`src/rtl/pwr_mode_pkg.sv`:
```
package pwr_mode_pkg;

    typedef enum logic [2:0] {
        ST_RUN,
        ST_IDLE,
        ST_IDLE_RST,
        ST_PD_SLEEP,
        ST_PD_WAKE,
        ST_PD_RELEASE,
        ST_INT_TAKE,
        ST_RESET_SYNC
    } seq_state_e;

    typedef enum logic [1:0] {
        PM_NONE,
        PM_IDLE,
        PM_PDOWN
    } pin_mode_e;

    typedef enum logic [1:0] {
        PIN_CORE  = 2'b00,
        PIN_LATCH = 2'b01,
        PIN_ADDR  = 2'b10,
        PIN_FLOAT = 2'b11
    } pin_src_e;

    localparam int FLOAT_PORT = 0;
    localparam int ADDR_PORT  = 2;

endpackage

```
`src/rtl/pwr_wake_qual.sv`:
```
module pwr_wake_qual #(
    parameter int NUM_INT = 2
) (
    input  logic [NUM_INT-1:0] int_n,
    input  logic [NUM_INT-1:0] int_en,
    input  logic [NUM_INT-1:0] int_level,
    output logic               wake_level,
    output logic               wake_any
);

    logic [NUM_INT-1:0] pin_active;
    logic [NUM_INT-1:0] pin_level_ok;

    for (genvar i = 0; i < NUM_INT; i++) begin : g_pin
        assign pin_active[i]   = int_en[i] & ~int_n[i];
        assign pin_level_ok[i] = pin_active[i] & int_level[i];
    end

    assign wake_level = |pin_level_ok;
    assign wake_any   = |pin_active;

endmodule

```
`src/rtl/pwr_cycle_cnt.sv`:
```
module pwr_cycle_cnt #(
    parameter int LIMIT_VAL = 16
) (
    input  logic clk,
    input  logic rst_n,
    input  logic clear,
    input  logic tick,
    output logic done
);

    localparam int CW = (LIMIT_VAL < 1) ? 1 : $clog2(LIMIT_VAL + 1);
    localparam logic [CW-1:0] LIMIT = CW'(LIMIT_VAL);

    logic [CW-1:0] cnt;

    always_ff @(posedge clk or negedge rst_n) begin
        if (!rst_n) begin
            cnt <= '0;
        end else if (clear) begin
            cnt <= '0;
        end else if (tick && (cnt != LIMIT)) begin
            cnt <= cnt + 1'b1;
        end
    end

    assign done = (cnt == LIMIT);

endmodule

```
`src/rtl/pwr_pin_table.sv`:
```
module pwr_pin_table
    import pwr_mode_pkg::*;
#(
    parameter int PORT_CNT = 4
) (
    input  pin_mode_e               mode,
    input  logic                    prog_ext,
    output logic                    force_en,
    output logic                    ale_val,
    output logic                    psen_val,
    output logic [2*PORT_CNT-1:0]   port_sel
);

    for (genvar p = 0; p < PORT_CNT; p++) begin : g_port
        pin_src_e src;
        always_comb begin
            unique case (mode)
                PM_IDLE: begin
                    if (prog_ext && (p == FLOAT_PORT))     src = PIN_FLOAT;
                    else if (prog_ext && (p == ADDR_PORT)) src = PIN_ADDR;
                    else                                   src = PIN_LATCH;
                end
                PM_PDOWN: begin
                    if (prog_ext && (p == FLOAT_PORT))     src = PIN_FLOAT;
                    else                                   src = PIN_LATCH;
                end
                default: src = PIN_CORE;
            endcase
        end
        assign port_sel[2*p +: 2] = src;
    end

    assign force_en = (mode != PM_NONE);
    assign ale_val  = (mode == PM_IDLE);
    assign psen_val = (mode == PM_IDLE);

endmodule

```
`src/rtl/pwr_mode_seq.sv`:
```
module pwr_mode_seq
    import pwr_mode_pkg::*;
#(
    parameter int NUM_INT        = 2,
    parameter int PORT_CNT       = 4,
    parameter int STABLE_CYCLES  = 160000,
    parameter int INHIBIT_CYCLES = 24
) (
    input  logic                  clk,
    input  logic                  rst_n,
    input  logic                  hw_reset,
    input  logic                  req_idle,
    input  logic                  req_pdown,
    input  logic [NUM_INT-1:0]    int_n,
    input  logic [NUM_INT-1:0]    int_en,
    input  logic [NUM_INT-1:0]    int_level,
    input  logic                  osc_ready,
    input  logic                  prog_ext,
    output logic                  osc_en,
    output logic                  core_clk_en,
    output logic                  ram_inhibit,
    output logic                  sfr_rst,
    output logic                  int_taken,
    output logic                  pin_force,
    output logic                  ale_val,
    output logic                  psen_val,
    output logic [2*PORT_CNT-1:0] port_sel
);

    localparam int INH_LIMIT = (INHIBIT_CYCLES < 2) ? 1 : INHIBIT_CYCLES - 1;

    seq_state_e state_q;
    seq_state_e state_d;
    pin_mode_e  pin_mode;
    logic       wake_level;
    logic       wake_any;
    logic       stable_done;
    logic       inhibit_done;

    pwr_wake_qual #(.NUM_INT(NUM_INT)) u_wake (
        .int_n      (int_n),
        .int_en     (int_en),
        .int_level  (int_level),
        .wake_level (wake_level),
        .wake_any   (wake_any)
    );

    pwr_cycle_cnt #(.LIMIT_VAL(STABLE_CYCLES)) u_stable (
        .clk   (clk),
        .rst_n (rst_n),
        .clear (state_q != ST_PD_WAKE),
        .tick  (osc_ready),
        .done  (stable_done)
    );

    pwr_cycle_cnt #(.LIMIT_VAL(INH_LIMIT)) u_inhibit (
        .clk   (clk),
        .rst_n (rst_n),
        .clear (state_q != ST_IDLE_RST),
        .tick  (1'b1),
        .done  (inhibit_done)
    );

    always_ff @(posedge clk or negedge rst_n) begin
        if (!rst_n) state_q <= ST_RESET_SYNC;
        else        state_q <= state_d;
    end

    always_comb begin
        state_d = state_q;
        unique case (state_q)
            ST_RUN: begin
                if (hw_reset)       state_d = ST_RESET_SYNC;
                else if (req_pdown) state_d = ST_PD_SLEEP;
                else if (req_idle)  state_d = ST_IDLE;
            end
            ST_IDLE: begin
                if (hw_reset)       state_d = ST_IDLE_RST;
                else if (wake_any)  state_d = ST_INT_TAKE;
            end
            ST_IDLE_RST: begin
                if (inhibit_done)   state_d = ST_RESET_SYNC;
            end
            ST_PD_SLEEP: begin
                if (hw_reset)       state_d = ST_RESET_SYNC;
                else if (wake_level) state_d = ST_PD_WAKE;
            end
            ST_PD_WAKE: begin
                if (hw_reset)         state_d = ST_RESET_SYNC;
                else if (!wake_level) state_d = ST_PD_SLEEP;
                else if (stable_done) state_d = ST_PD_RELEASE;
            end
            ST_PD_RELEASE: begin
                if (hw_reset)         state_d = ST_RESET_SYNC;
                else if (!wake_level) state_d = ST_INT_TAKE;
            end
            ST_INT_TAKE: begin
                state_d = hw_reset ? ST_RESET_SYNC : ST_RUN;
            end
            ST_RESET_SYNC: begin
                state_d = hw_reset ? ST_RESET_SYNC : ST_RUN;
            end
            default: state_d = ST_RESET_SYNC;
        endcase
    end

    always_comb begin
        osc_en      = 1'b1;
        core_clk_en = 1'b0;
        ram_inhibit = 1'b0;
        sfr_rst     = 1'b0;
        int_taken   = 1'b0;
        pin_mode    = PM_NONE;
        unique case (state_q)
            ST_RUN:        core_clk_en = 1'b1;
            ST_IDLE:       pin_mode    = PM_IDLE;
            ST_IDLE_RST: begin
                core_clk_en = 1'b1;
                ram_inhibit = 1'b1;
            end
            ST_PD_SLEEP: begin
                osc_en   = 1'b0;
                pin_mode = PM_PDOWN;
            end
            ST_PD_WAKE:    pin_mode    = PM_PDOWN;
            ST_PD_RELEASE: pin_mode    = PM_PDOWN;
            ST_INT_TAKE: begin
                core_clk_en = 1'b1;
                int_taken   = 1'b1;
            end
            ST_RESET_SYNC: begin
                core_clk_en = 1'b1;
                sfr_rst     = 1'b1;
            end
            default: sfr_rst = 1'b1;
        endcase
    end

    pwr_pin_table #(.PORT_CNT(PORT_CNT)) u_pins (
        .mode     (pin_mode),
        .prog_ext (prog_ext),
        .force_en (pin_force),
        .ale_val  (ale_val),
        .psen_val (psen_val),
        .port_sel (port_sel)
    );

endmodule

```
`config.mk`:
```
export PLATFORM = sky130hd
export DESIGN_NAME = pwr_mode_seq
export DESIGN_NICKNAME = d
export VERILOG_FILES = /design/src/rtl/pwr_mode_pkg.sv /design/src/rtl/pwr_wake_qual.sv /design/src/rtl/pwr_cycle_cnt.sv /design/src/rtl/pwr_pin_table.sv /design/src/rtl/pwr_mode_seq.sv
export SDC_FILE = /design/constraint.sdc
export NUM_CORES = 1
export LEC_CHECK = 0
export BUFFER_PORTS_ARGS = -buffer_cell sky130_fd_sc_hd__buf_2
export CAP_MARGIN = 20
export CORE_MARGIN = 8
export CORE_UTILIZATION = 52
export CTS_BUF_LIST = sky130_fd_sc_hd__clkbuf_4 sky130_fd_sc_hd__clkbuf_8
export DETAILED_ROUTE_END_ITERATION = 10
export HOLD_SLACK_MARGIN = 0.12
export PLACE_DENSITY = 0.87
export SLEW_MARGIN = 5
export SYNTH_ARGS = -nofsm -noshare
export SYNTH_HDL_FRONTEND = slang
export SYNTH_SLANG_ARGS = --single-unit
```
`constraint.sdc`:
```
create_clock -name clk -period 1.7 [get_ports clk]
set_input_delay 0.085 -clock clk [delete_from_list [all_inputs] [get_ports clk]]
set_output_delay 0.085 -clock clk [all_outputs]
set_load 0.1 [all_outputs]
```
Word level (Yosys, flattened, before mapping)
Cells that the tools add are included.
{ "word_totals": {"output_inout_bits": 16, "word_cells": 74, "in_bits": 13, "register_bits": 26} }
{ "op_classes": {"eq_ne": 21, "bitwise_logic": 6, "add_sub_neg": 2, "mux": 30, "n_reduce_logical": 12} }
{ "op_table": {"columns": ["cell", "n"], "rows": [
  ["$mux 3", 14],
  ["$mux 18", 2],
  ["$pmux 3 s7", 1],
  ["$add 18x1->18 const B", 1],
  ["$eq 18x18->1 const B", 1],
  ["$ne 18x18->1 const B", 1],
  ["$eq 3x3->1 const B", 4],
  ["$mux 5", 2],
  ["$ne 3x3->1 const B", 3],
  ["$ne 4x4->1 const B", 2],
  ["$pmux 2 s2", 2],
  ["$reduce_or 2->1", 4],
  ["$eq 3x2->1 const B", 2],
  ["$mux 1", 6],
  ["$mux 2", 3],
  ["$ne 3x2->1 const B", 2],
  ["$reduce_and 6->1", 1],
  ["$reduce_bool 2->1", 3],
  ["$add 5x1->5 const B", 1],
  ["$eq 5x5->1 const B", 1],
  ["$ne 5x5->1 const B", 1],
  ["$and 1x1->1", 4],
  ["$reduce_or 4->1", 1],
  ["$eq 3x1->1 const B", 1],
  ["other kinds (7)", 8]
]} }

Depth between registers and ports, before layout
{ "logic_depth": {"word_depth": 7, "depth_mapped": 8, "mapped_depth_nobuf": 7} }

Cells and area by module
A second synthesis with hierarchy kept.
{ "hier_totals": {"cells_unflattened": 209, "area_unflattened_um2": 1811.7} }
{ "by_module_without_submodules": {"columns": ["module", "seq_area_each_um2", "area_per_inst_um2", "cells_each", "n_inst"], "rows": [
  ["pwr_cycle_cnt at u_stable", 450.4, 1067.3, 113, 1],
  ["pwr_mode_seq", 78.8, 331.6, 47, 1],
  ["pwr_cycle_cnt at u_inhibit", 125.1, 256.5, 27, 1],
  ["pwr_pin_table", 0.0, 117.6, 16, 1],
  ["pwr_wake_qual", 0.0, 38.8, 6, 1]
]} }

Worst setup path before layout
No wires, ideal clock.
{ "synth_path": {"path_type": "reg2out", "from": "reg state_q[0]", "to": "out port_sel[4]", "stages_incl_launch_ff": 6, "t_required_ps": 1615, "setup_slack_ps": -2027, "t_arrival_ps": 3642, "path_buffers": 1, "path_cell_list": "dfstp_2 > buf_4 > nand2b_1 > nand2_1 > inv_1 > nor2_1"} }
{ "synth_via": {"elab_chain_cells": 5, "elab_cells_between_ends": 9, "cone_classes": "eq/ne: 6; mux: 2; reduce/logical: 1"} }
{ "synth_rtl": {"columns": ["element", "line_no", "source"], "rows": [
  ["start, declared", "pwr_mode_seq.sv:32", "seq_state_e state_q;"],
  ["start signal, assigned", "pwr_mode_seq.sv:66", "else state_q <= state_d;"],
  ["$eq 3x3->1 / $eq 3x2->1 (equally long branches)", "pwr_mode_seq.sv:114", "unique case (state_q)"],
  ["$reduce_or 3->1 (no line)", null, null],
  ["$pmux 2 s2 (*)", "pwr_mode_seq.sv:114", null],
  ["$eq 2x2->1 / $eq 2x1->1 (equally long branches)", "pwr_pin_table.sv:17", "unique case (mode)"],
  ["$pmux 2 s2 (*)", "pwr_pin_table.sv:17", null],
  ["end, declared", "pwr_mode_seq.sv:27", "output logic [2*PORT_CNT-1:0] port_sel"]
]} }
Every way passes the cells marked *; elsewhere a longest branch is shown, timed or not.

Worst setup path after layout
{ "layout_path": {"from": "reg state_q[1]", "to": "out core_clk_en"} }
{ "layout_via": {"elab_chain_cells": 3, "elab_cells_between_ends": 6, "cone_classes": "eq/ne: 3; mux: 1; reduce/logical: 2"} }
{ "layout_rtl": {"columns": ["element", "line_no", "source"], "rows": [
  ["$eq 3x2->1 (tied with other cells)", "pwr_mode_seq.sv:114", null],
  ["$reduce_or 4->1 (no line) (*)", null, null],
  ["$mux 1 (*)", "pwr_mode_seq.sv:114", null],
  ["end, declared", "pwr_mode_seq.sv:20", "output logic core_clk_en,"]
]} }
Marks and branches as above.

==> key figures <==
Place
  • Port bufs: 26
  • DP Cell Count: 232
  • Post-DP HPWL: approximately 2500 um
  • GPL Wtd Cong: roughly 0.85

Synth
  • Post-synth top flop: dfrtp_1
  • Adder-cell share of the synthesized area: 0.0231
  • Syn. warnings: 0
  • Ys async rst share: 1.00
  • Largest family of logic cells by synthesized area: simple AND/OR/NAND/NOR gates
  • Post-Syn Area: 1620 um2
  • Largest cells by area after synthesis: dfrtp_1, xor2_1, nor2_1
  • Simple-gate share of the synthesized area: 0.282
  • Multiplexer area fraction after synthesis: 0.0123
  • Count leader, synth: nor2_1
  • Most frequent cells after synthesis: nor2_1, dfrtp_1, xor2_1
  • Compound-Gate Fraction of Synth Area: 0.0949
  • Yosys top cell by area: dfrtp_1
  • XOR/XNOR Fraction of Synth Area: 0.108
  • Register area share after synthesis: 0.404
  • EDFF count, synth: 0
  • Yosys cell types: 46
  • Synthesized instance count: 176
  • Post-synth top area share: 0.355
  • Post-Syn Area per Cell: 9.21 um2
  • Register bit total from synthesis: 26

Min path
  • Hold Crit Depth: 3
  • Hold Path End: state_q[2]$_DFFE_PN1P_
  • Hold Path Origin: hw_reset
  • Hold WC Path Type: in -> reg

Routing
  • DRT iter0 DRCs: 53
  • DR DRC count: 0
  • Total iterations of the first detailed-routing run: 4
  • Post-route ant nets: 0
  • Total number of vias: 1396
  • Routed WL per cell: 14.7 um
  • Final wirelength: 3650 um
  • Routed vias/inst: 5.61

STA
  • Final hold violation count: 0
  • Setup ws final: -0.0182 ns
  • Worst-margin pin slew: 0.566 ns
  • Slew margin rel.: 0.623
  • RSZ-0062 raised after global routing: true
  • Final Max Slew Viols: 0
  • Hold WS: ~0.14 ns
  • Final setup vio count: 5
  • Min Tclk post-route: ~1.7 ns
  • Fmax: 0.582 GHz
  • Worst Skew: approximately 0.0013 ns
  • Tcrit/Tclk final: 1.01

Global route
  • Met1 Track Usage GR: 0.167
  • GRT busiest layer: met2
  • Met2 usage: 0.242
  • Largest net degree at the start of global routing: 27
  • Initial antenna violation count: 0
  • First-pass GRT wire length: 5940 um
  • Tot GR Track Use: 0.142
  • Number of global-route vias before repair: 1320
  • Met3 usage: 0.0293
  • Total grt overflow: 0

Clocking
  • Total CTS buffers: 3
  • Clock root buffer: clkbuf_4
  • CTS sink count: 26
  • Worst-path clk slew: between 0.1 and 0.15 ns
  • TritonCTS clock tree: built
  • Worst-skew pair later-pin latency: 0.32 ns
  • H-tree levels: 1
  • Clock Path Buffers: 2

Power and ir drop
  • Clock share of power: 0.106
  • Sw frac: 0.535
  • Proportion of power drawn by flip-flops and latches: 0.194
  • Power Internal: 1840 uW
  • Leakage: 0.000961 uW
  • NetSw: 2120 uW
  • Pwr/cell area: 1850 nW/um2
  • Peak supply drop: 0.00112 V
  • Final Power: between 3000 and 4000 uW
  • Gate power share: 0.700

Worst setup path
  • FF-to-FF End: u_stable.cnt[4]$_DFFE_PN0P_
  • Kind of critical path: reg -> out
  • Reg2Reg Setup Slack: 0.01 ns
  • Crit Path Max Fanout: 5
  • Required time of the critical path: about 1.6 ns
  • FF-to-FF Start: u_stable.cnt[0]$_DFFE_PN0P_
  • CP Capture Type: output port
  • R2R cell count: 7
  • Critical Path Start Type: flop
  • WP data arrival: 1.63 ns

Floorplan
  • Starting density of the core: 0.540
  • Die X: 71.8 um
  • I/O pins: 29
  • Row cnt: 20
  • Core area: between 3000 and 4000 um2
  • Die H: between 70 and 80 um
  • Die area: 5160 um2

Layout
  • Synth-to-Final Area Change: 31.8%
  • Antenna Cells: 0
  • Final Net Count: 233
  • Layout Cells excl Fill: around 250
  • Final core occ: 0.712
  • Layout cell share with drive strength beyond 1: 0.356

Outcome
  • Status: finished with violations
  • Failing checks: negative setup slack

Flow run
  • Max_cap viols: 0
power groups by stage:
stage / logic [uW] / clock network [uW] / registers (uW)
2_1_floorplan: 2030 / 0 / 738
3_3_place_gp: 2500 / 0 / 788
3_5_place_dp: 2530 / 0 / 794
4_1_cts: 2670 / 438 / 764
5_1_grt: 2880 / 461 / 778
6_report: 2770 / 419 / 770
critical path, cell delays in order (launching register included):
cell        delay [ns]
dfstp_2           0.59
buf_6             0.12
nand2b_4          0.16
nand2_8           0.07
clkinvlp_4        0.09
buf_4             0.12
buf_12            0.16
metrics by stage:
| step | setup WS [ns] | instance area [um2] | TNS, ns |
|---|---|---|---|
| finish | -0.0182 | 2140 | -0.0566 |
| global route | -0.102 | 2140 | -0.893 |
| CTS | -0.0536 | 2070 | -0.323 |
| detailed placement | 0.0187 | 1950 | 0 |
| global placement | 0.0595 | 1950 | 0 |
| floorplan | -0.476 | 1680 | -1.55 |
cells in the final DEF (no fill, tap or decap), drive strengths merged, types with 4 or more instances in the layout:
| master | instances |
|---|---|
| xor2 | 15 |
| dfrtp | 23 |
| nand2 | 13 |
| o21ai | 4 |
| and3 | 6 |
| nand3 | 9 |
| xnor2 | 5 |
| nor2 | 32 |
| buf | 46 |
| nand4 | 7 |
| o211ai | 6 |
| nand2b | 5 |
worst max-delay path by stage:
stage | startpoint | to
global route | state_q[1]$_DFFE_PN1P_ | core_clk_en
finish | state_q[1]$_DFFE_PN1P_ | core_clk_en
global placement | state_q[0]$_DFFE_PN1P_ | state_q[0]$_DFFE_PN1P_
CTS | state_q[0]$_DFFE_PN1P_ | port_sel[0]
floorplan | state_q[0]$_DFFE_PN1P_ | port_sel[4]
detailed placement | state_q[0]$_DFFE_PN1P_ | state_q[0]$_DFFE_PN1P_
sequential cells by signal (all words and copies together), names as in the netlist:
| name | cells |
|---|---|
| u_inhibit.cnt | 5 |
| u_stable.cnt | 18 |
| state_q | 3 |
timing repair:
| item | 4_1_cts | 5_1_grt |
|---|---|---|
| pin swaps | 0 | 4 |
| endpoints found under the setup margin | 13 | 15 |
| hold endpoints to repair | 26 | 0 |
| hold buffers | 1 | 0 |
| buffers inserted | 6 | 6 |
| gates resized for setup | 3 | 9 |
routing by layer:
metal / vias to the layer above / routed length [um]
met5: - / 0
met4: 0 / 87
met3: 9 / 183
met2: 38 / 1830
met1: 666 / 1550
li1: 683 / -
kinds of logic after synthesis:
family,after synthesis
XOR/XNOR,20
AND/OR/NAND/NOR,87
buffers and inverters,17
other,1
AO/OA/AOI/OAI,20
adder cells (fa/ha/maj),3
flip-flops,26
multiplexers,2
cell type report:
cell class / instances / area (um2)
Timing Repair Buffer: 47 / 439
Clock inverter: 1 / 30.0
Sequential cell: 26 / 654
Inverter: 5 / 30.0
Tap cell: 33 / 41.3
Clock buffer: 3 / 22.5
Multi-Input combinational cell: 134 / 920
Fill cell: 203 / 866
(Power assumes the default switching activity.)
